File: config.mk
export PLATFORM = sky130hd
export DESIGN_NAME = dual_fp_ge_unit
export DESIGN_NICKNAME = d
export VERILOG_FILES = /design/src/rtl/fpge_pkg.sv /design/src/rtl/fpge_classify.sv /design/src/rtl/fpge_lane.sv /design/src/rtl/fpge_reduce.sv /design/src/rtl/dual_fp_ge_unit.sv
export SDC_FILE = /design/constraint.sdc
export NUM_CORES = 1
export LEC_CHECK = 0
export CORE_AREA = 2 2 156 158
export CTS_CLUSTER_DIAMETER = 100
export DETAILED_ROUTE_END_ITERATION = 10
export DIE_AREA = 0 0 158 160
export GPL_TIMING_DRIVEN = 0
export PLACE_DENSITY_LB_ADDON = 0.05
export SKIP_CTS_REPAIR_TIMING = 1
export SLEW_MARGIN = 0
export SYNTH_ARGS = -nofsm -noshare
export SYNTH_HDL_FRONTEND = slang
export SYNTH_SLANG_ARGS = --single-unit
File: constraint.sdc
create_clock -name clk -period 2.8 [get_ports clk]
set_input_delay 0.28 -clock clk [delete_from_list [all_inputs] [get_ports clk]]
set_output_delay 0.28 -clock clk [all_outputs]
set_load 0.02 [all_outputs]
File: src/rtl/fpge_pkg.sv
package fpge_pkg;
  localparam int unsigned DP_W      = 64;
  localparam int unsigned DP_EXP_W  = 11;
  localparam int unsigned DP_FRAC_W = 52;
  localparam int unsigned SUM_W     = 4;

  // decoded view of one binary64 operand
  typedef struct packed {
    logic            is_nan;
    logic            is_snan;
    logic            is_qnan;
    logic            is_zero;
    logic            sign;
    logic [DP_W-2:0] mag;
  } fp_class_t;

  // outcome of one lane
  typedef struct packed {
    logic ge;
    logic snan;
    logic vc;
  } lane_res_t;
endpackage

File: src/rtl/fpge_classify.sv
module fpge_classify
  import fpge_pkg::*;
(
  input  logic [DP_W-1:0] val,
  output fp_class_t       cls
);
  logic exp_ones;
  logic frac_nz;
  logic quiet_bit;

  always_comb begin
    exp_ones    = &val[DP_W-2 -: DP_EXP_W];
    frac_nz     = |val[DP_FRAC_W-1:0];
    quiet_bit   = val[DP_FRAC_W-1];
    cls.is_nan  = exp_ones & frac_nz;
    cls.is_snan = exp_ones & frac_nz & ~quiet_bit;
    cls.is_qnan = exp_ones & frac_nz & quiet_bit;
    cls.is_zero = ~|val[DP_W-2:0];
    cls.sign    = val[DP_W-1];
    cls.mag     = val[DP_W-2:0];
  end
endmodule

File: src/rtl/fpge_lane.sv
module fpge_lane
  import fpge_pkg::*;
(
  input  logic            clk,
  input  logic            rst,
  input  logic [DP_W-1:0] a,
  input  logic [DP_W-1:0] b,
  input  logic            exc_en,
  output lane_res_t       res
);
  fp_class_t a_cls;
  fp_class_t b_cls;
  logic      mag_ge;
  logic      mag_le;
  logic      any_nan;

  fpge_classify u_cls_a (.val(a), .cls(a_cls));
  fpge_classify u_cls_b (.val(b), .cls(b_cls));

  always_comb begin
    mag_ge  = a_cls.mag >= b_cls.mag;
    mag_le  = a_cls.mag <= b_cls.mag;
    any_nan = a_cls.is_nan | b_cls.is_nan;
    if (any_nan)                       res.ge = 1'b0;
    else if (a_cls.is_zero && b_cls.is_zero) res.ge = 1'b1;
    else if (a_cls.sign != b_cls.sign) res.ge = ~a_cls.sign;
    else if (!a_cls.sign)              res.ge = mag_ge;
    else                               res.ge = mag_le;
    res.snan = a_cls.is_snan | b_cls.is_snan;
    res.vc   = res.snan ? ~exc_en : (a_cls.is_qnan | b_cls.is_qnan);
  end

  AST_SELF_EQUAL_GE: assert property (@(posedge clk) disable iff (rst)
    (a == b && !a_cls.is_nan) |-> res.ge);
  AST_ZERO_PAIR_GE: assert property (@(posedge clk) disable iff (rst)
    (a[DP_W-2:0] == '0 && b[DP_W-2:0] == '0) |-> res.ge);
  AST_SNAN_MASKED_VC: assert property (@(posedge clk) disable iff (rst)
    (res.snan && !exc_en) |-> res.vc);
endmodule

File: src/rtl/fpge_reduce.sv
module fpge_reduce
  import fpge_pkg::*;
#(
  parameter int unsigned LANES = 2
) (
  input  logic [LANES-1:0] lane_ge,
  input  logic [LANES-1:0] lane_snan,
  input  logic [LANES-1:0] lane_vc,
  input  logic             exc_en,
  input  logic             rec_en,
  output logic             any_snan,
  output logic             any_vc,
  output logic             exc_pend,
  output logic [SUM_W-1:0] sum_nib
);
  logic all_true;
  logic all_false;

  always_comb begin
    any_snan  = |lane_snan;
    any_vc    = |lane_vc;
    exc_pend  = exc_en & (any_snan | any_vc);
    all_true  = &lane_ge;
    all_false = ~|lane_ge;
    sum_nib   = (rec_en && !exc_pend) ? {all_true, 1'b0, all_false, 1'b0} : '0;
  end
endmodule

File: src/rtl/dual_fp_ge_unit.sv
module dual_fp_ge_unit
  import fpge_pkg::*;
#(
  parameter int unsigned LANES = 2
) (
  input  logic                  clk,
  input  logic                  rst,
  input  logic                  in_valid,
  input  logic [LANES*DP_W-1:0] src_a,
  input  logic [LANES*DP_W-1:0] src_b,
  input  logic                  exc_en,
  input  logic                  rec_en,
  output logic                  out_valid,
  output logic [LANES*DP_W-1:0] result,
  output logic                  wr_en,
  output logic                  flag_snan,
  output logic                  flag_vc,
  output logic                  exc_pending,
  output logic                  summary_valid,
  output logic [SUM_W-1:0]      summary
);
  localparam int unsigned VEC_W = LANES * DP_W;

  logic [LANES-1:0] lane_ge;
  logic [LANES-1:0] lane_snan;
  logic [LANES-1:0] lane_vc;
  logic [VEC_W-1:0] mask;
  logic             any_snan;
  logic             any_vc;
  logic             exc_pend;
  logic [SUM_W-1:0] sum_nib;

  for (genvar g = 0; g < LANES; g++) begin : g_lane
    lane_res_t lr;
    fpge_lane u_lane (
      .clk   (clk),
      .rst   (rst),
      .a     (src_a[g*DP_W +: DP_W]),
      .b     (src_b[g*DP_W +: DP_W]),
      .exc_en(exc_en),
      .res   (lr)
    );
    assign lane_ge[g]   = lr.ge;
    assign lane_snan[g] = lr.snan;
    assign lane_vc[g]   = lr.vc;
    assign mask[g*DP_W +: DP_W] = {DP_W{lr.ge}};
  end

  fpge_reduce #(.LANES(LANES)) u_reduce (
    .lane_ge  (lane_ge),
    .lane_snan(lane_snan),
    .lane_vc  (lane_vc),
    .exc_en   (exc_en),
    .rec_en   (rec_en),
    .any_snan (any_snan),
    .any_vc   (any_vc),
    .exc_pend (exc_pend),
    .sum_nib  (sum_nib)
  );

  always_ff @(posedge clk) begin
    if (rst) begin
      out_valid     <= 1'b0;
      result        <= '0;
      wr_en         <= 1'b0;
      flag_snan     <= 1'b0;
      flag_vc       <= 1'b0;
      exc_pending   <= 1'b0;
      summary_valid <= 1'b0;
      summary       <= '0;
    end else begin
      out_valid     <= in_valid;
      result        <= in_valid ? mask : '0;
      wr_en         <= in_valid & ~exc_pend;
      flag_snan     <= in_valid & any_snan;
      flag_vc       <= in_valid & any_vc;
      exc_pending   <= in_valid & exc_pend;
      summary_valid <= in_valid & rec_en;
      summary       <= in_valid ? sum_nib : '0;
    end
  end

  AST_VALID_ONE_CYCLE: assert property (@(posedge clk) disable iff (rst)
    in_valid |=> out_valid);
  AST_WR_NEEDS_CLEAN: assert property (@(posedge clk) disable iff (rst)
    wr_en |-> (out_valid && !exc_pending));
  AST_EXC_HAS_CAUSE: assert property (@(posedge clk) disable iff (rst)
    exc_pending |-> (flag_snan || flag_vc));
  AST_SUM_NOT_BOTH: assert property (@(posedge clk) disable iff (rst)
    (summary_valid && !exc_pending) |-> !(summary[3] && summary[1]));
  AST_SUM_PAD_ZERO: assert property (@(posedge clk) disable iff (rst)
    (summary_valid && !exc_pending) |-> (summary[2] == 1'b0 && summary[0] == 1'b0));
  AST_NOREC_ZERO: assert property (@(posedge clk) disable iff (rst)
    !summary_valid |-> (summary == '0));
endmodule

* Word level (Yosys, flattened, before mapping)
Cells that the tools add are included.
** Operators by class
- Magnitude comparators :: 4
- Equal/unequal tests :: 2
- Mux-type cells :: 10
- Bitwise operators :: 35
- Reductions and logical operators :: 27
** Operators by type and width (number)
- $reduce_or 63->1 :: 4
- $reduce_or 52->1 :: 4
- $ge 63x63->1 :: 2
- $le 63x63->1 :: 2
- $reduce_and 11->1 :: 4
- $and 1x1->1 :: 18
- $mux 1 :: 10
- $not 1->1 :: 10
- $reduce_or 2->1 :: 4
- $or 1x1->1 :: 7
- $logic_not 1->1 :: 6
- $logic_and 1x1->1 :: 3
- $reduce_or 3->1 :: 1
- $ne 1x1->1 :: 2
- $reduce_and 2->1 :: 1
** Word-level totals
- Flip-flop bits (word level) :: 75
- Bits of input ports :: 261
- Output and inout bits :: 138
- Word-level logic and storage cells :: 87

* Logic depth before layout (Yosys ltp)
- Depth in word-level cells :: 12
- Gate-level depth with buffers :: 10

* By module
Synthesis repeated with hierarchy kept, for this count alone.
** Second synthesis, totals
- Cell total of the unflattened synthesis :: 1011
- Area total of the unflattened synthesis :: 7448.4 um^2
** By module, submodules not included
- fpge_lane :: times used 2, cells each 237, area each 1659.1 um^2, seq. area each 0.0 um^2
- fpge_classify :: times used 4, cells each 94, area each 688.2 um^2, seq. area each 0.0 um^2
- dual_fp_ge_unit :: times used 1, cells each 152, area each 1311.3 um^2, seq. area each 240.2 um^2
- fpge_reduce :: times used 1, cells each 9, area each 66.3 um^2, seq. area each 0.0 um^2

* Worst setup path before layout
Ideal clock, no wire load.
- Kind :: input port to flip-flop
- Start point :: input port src_b[125]
- End point :: register result[64] (netlist name)
- Data arrival time :: 2276 ps
- Data required time :: 2671 ps
- Slack :: 395 ps
- Stages :: 10
- Buffers on the path :: 0
- Cells stage by stage :: inv_1 ha_1 a21oi_1 nand2_1 a221oi_1 o31ai_1 or3_1 or4_4 a31oi_2 nor3_1
** On the way
- Cells in the longest elaborated chain, start to end :: 5
- Elaborated cells between the ends (all ways) :: 12
** RTL lines
- start, declared :: line dual_fp_ge_unit.sv:10 : input logic [LANES*DP_W-1:0] src_b,
- $ge 63x63->1 (tied with other cells) :: line fpge_lane.sv:21 : mag_ge = a_cls.mag >= b_cls.mag;
- $mux 1 / $logic_not 1->1 (equally long branches) :: line fpge_lane.sv:27, fpge_classify.sv:18
- $mux 1 / $logic_and 1x1->1 (equally long branches) :: line fpge_lane.sv:26, fpge_lane.sv:25
- $mux 1 :: line fpge_lane.sv:25 : else if (a_cls.is_zero && b_cls.is_zero) res.ge = 1'b1;
- $mux 1 (*) :: line fpge_lane.sv:24 : if (any_nan) res.ge = 1'b0;
Every way passes the cells marked *; elsewhere a longest branch is shown, timed or not.
A chain may end at the register's enable or synchronous reset.

* Worst setup path in the final report
- Start point :: input port src_a[109]
- End point :: register result[64] (netlist name)
** On the way
- Cells in the longest elaborated chain, start to end :: 5
- Elaborated cells between the ends (all ways) :: 12
** RTL lines
- start, declared :: line dual_fp_ge_unit.sv:9 : input logic [LANES*DP_W-1:0] src_a,
- $ge 63x63->1 (tied with other cells) :: line fpge_lane.sv:21
- $mux 1 / $logic_not 1->1 (equally long branches) :: line fpge_lane.sv:27, fpge_classify.sv:18
- $mux 1 / $logic_and 1x1->1 (equally long branches) :: line fpge_lane.sv:26, fpge_lane.sv:25
- $mux 1 :: line fpge_lane.sv:25
- $mux 1 (*) :: line fpge_lane.sv:24
Marked as above.

==> summary.md <==
| Metric | Value |
|---|---|
| Final hold viol count | 0 |
| Placeable Area | 23800 sq um |
| Inserted Clock Buffers | 3 |
| Worst path max stage delay | 0.57 ns |
| Via count | between 6000 and 7000 |
| Critical path's slowest cell | or4_4 |
| Worst Max-Slew Pin Slew | 0.526 ns |
| PortBufs | 396 |
| Clk slew on worst S/H paths | 0.04 ns |
| CTS H-Tree Depth | 1 |
| Die area | 25300 sq um |
| #FFs+latches synth | 10 |
| Gr ovfl total | 0 |
| Clock sinks | 10 |
| Pre-Repair DR Iteration Count | 4 |
| Synth unique cells | 47 |
| Power per Cell Area | 186 nW/um^2 |
| Total track usage | 17.5% |
| Yosys warns | 0 |
| Layout cells sized above 1 | 20.4% |
| Setup crit end kind | flop |
| Num ports | 399 |
| Setup-failing EPs final | 0 |
| Top delay family on crit path | simple AND/OR/NAND/NOR gates |
| Hold WS | approximately 0.64 ns |
| Hold Crit Depth | 5 |
| Buf/Inv on CP | 2 |
| Power, Total | slightly below 2 mW |
| Worst vdd ir | 0.167 mV |
| Post-Syn Instances | about 730 |
| DR vias/cell | 4.43 |
| Max Cap Violations | 0 |
| Sequential element share of the synthesized area | 3.84% |
| Area contributors post-synth | ha_1 30%, buf_4 18%, inv_1 9.4%, nor4_1 8.6%, nand4_1 5.6% |
| DP Area | 9630 sq um |
| DRC viols | 0 |
| Placement Setup Slack | -0.600 ns |
| Worst Hold End | flag_snan |
| Hold WC Path Type | input port to flop |
| First-pass GRT wire length | 34.5 mm |
| Worst endpoint data arrival time | between 2 and 3 ns |
| Synth area leader | ha_1 |
| Dpl hpwl | 22.0 mm |
| Status | completed |
| Largest net degree at the start of global routing | 46 |
| Final setup TNS | 0 ns |
| # rows | 57 |
| Vias in the first global route | 6283 |
| Synthesis-to-finish area growth | 104% |
| Max Clk Rate | between 0.3 and 0.4 GHz |
| Nets | 1535 |
| Kind of critical path | input port to flop |
| Die width | 158 microns |
| CP Cell Sequence | clkdlybuf4s50_1 > ha_1 > nand4_1 > buf_4 > nor4_4 > nand3_2 > nor2_1 > or3_4 > or4_4 > a31oi_4 > nor3_2 |
| Commonest cells after routing, fill and taps aside | 335 x clkdlybuf4s50_1, 137 x buf_4, 124 x inv_1, 98 x ha_1, 63 x nor4_1 |
| Final Cell Area | ~11000 sq um |
| DRT antenna net count | 0 |
| Max clock buf depth | 2 |
| Worst Path Max Fanout | 3 |
| GPL Wtd Cong | 0.818 |
| Slew Limit Fails | 0 |
| Final WS setup | approximately 0.06 ns |
| Netlist Area Pre-Place | 5210 sq um |
| Crit start category | input port |
| Hold Crit Start | src_b[115] |
| Fin crit share | 97.9% |
| Most common cell after layout, fill and taps aside | clkdlybuf4s50_1 |
| Slew margin rel. | 64.9% |
| Top-area cell type share of the netlist area | a little under a third |
| TritonCTS clock tree | yes |
| Number of fill cells | 2414 |
| CP Data Required Time | between 2 and 3 ns |
| Mean post-synth cell area | 7.10 sq um |
| Initial DRC Count | 180 |
| LEAKAGE | 5.17 nW |
| Routed WL | 24.1 mm |
| Clock root cell | clkbuf_16 |
| Initial antenna violation count | 8 |
| Initial Util | 21.9% |
| Die height | ~160 microns |
| WL per Instance | 16.4 microns |
| Min Tclk post-route | 2.74 ns |
==> area by class of cell <==
cell class	count	area, sq um	area share (%)
diodes	4	10.0	0.0943
clock buffers	4	88.8	0.837
plain buffers	128	961	9.06
inverters	131	492	4.63
well taps	324	405	3.82
flip-flops and latches	10	203	1.91
repair buffers	408	4240	39.9
multi-input cells	466	4220	39.7
==> through the flow <==
stage | instances | util, %
5_1_grt | 1475 | 44.5
3_5_place_dp | 1457 | 40.4
6_report | 1475 | 44.5
2_1_floorplan | 735 | -
3_3_place_gp | 1455 | 40.2
4_1_cts | 1461 | 40.8
==> state kept, by name, indices dropped and copies added, names as in the netlist <==
name / count
flag_vc: 1
flag_snan: 1
summary_valid: 1
out_valid: 1
summary: 2
exc_pending: 1
wr_en: 1
result: 2
==> synthesized netlist by cell type (all sizes together) <==
master,n
a2111oi,2
a22o,1
buf,128
o21ai,22
ha,126
nor3,5
nand3,22
a221oi,5
nand4,47
o21bai,1
nor2,20
o221ai,1
o211a,1
nor4,75
nand3b,2
o211ai,2
and2,4
or3,2
and3,1
a21o,8
a21boi,1
dfxtp,10
a31oi,2
o31a,1
a211oi,4
o21a,2
o311ai,1
o31ai,3
nand2,34
or4,3
nand2b,3
and4,3
a211o,1
inv,131
o22ai,1
a22oi,1
nor2b,2
conb,1
a21oi,55
==> worst max path at each step <==
stage,to,depth (start not counted),start
final,result[64],11,src_a[109]
after global routing,summary[3],11,src_b[72]
after CTS,summary[3],10,src_a[109]
after detailed placement,summary[3],10,src_a[109]
after global placement,summary[3],10,src_a[109]
after floorplan,result[64],10,src_b[125]
==> report_power, final <==
| part | internal [mW] | leakage [nW] | switching [mW] | total [mW] |
|---|---|---|---|---|
| Sequential | 0.148 | 0.0824 | 0.0117 | 0.160 |
| Combinational | 0.869 | 5.04 | 0.664 | 1.53 |
| Clock | 0.214 | 0.0442 | 0.0637 | 0.278 |
| Total | 1.23 | 5.17 | 0.739 | 1.97 |
==> cells by family after synthesis <==
| logic type | share of synthesized area, % |
|---|---|
| adders and majority gates | 30.3 |
| AOI/OAI and AO/OA | 13.5 |
| DFF | 3.84 |
| and+or+nand+nor | 24.4 |
| buffers and inverters | 27.9 |
| other | 0.0720 |
==> metal layers <==
metal	routed length (microns)	global-route usage, %	part of all wire, %
met2	12600	33.4	52
met4	323	3.56	1.3
met3	2230	4.75	9.3
met5	42	0	0.17
met1	8920	18.9	37
Note: power is estimated with default switching activity, not from simulation.
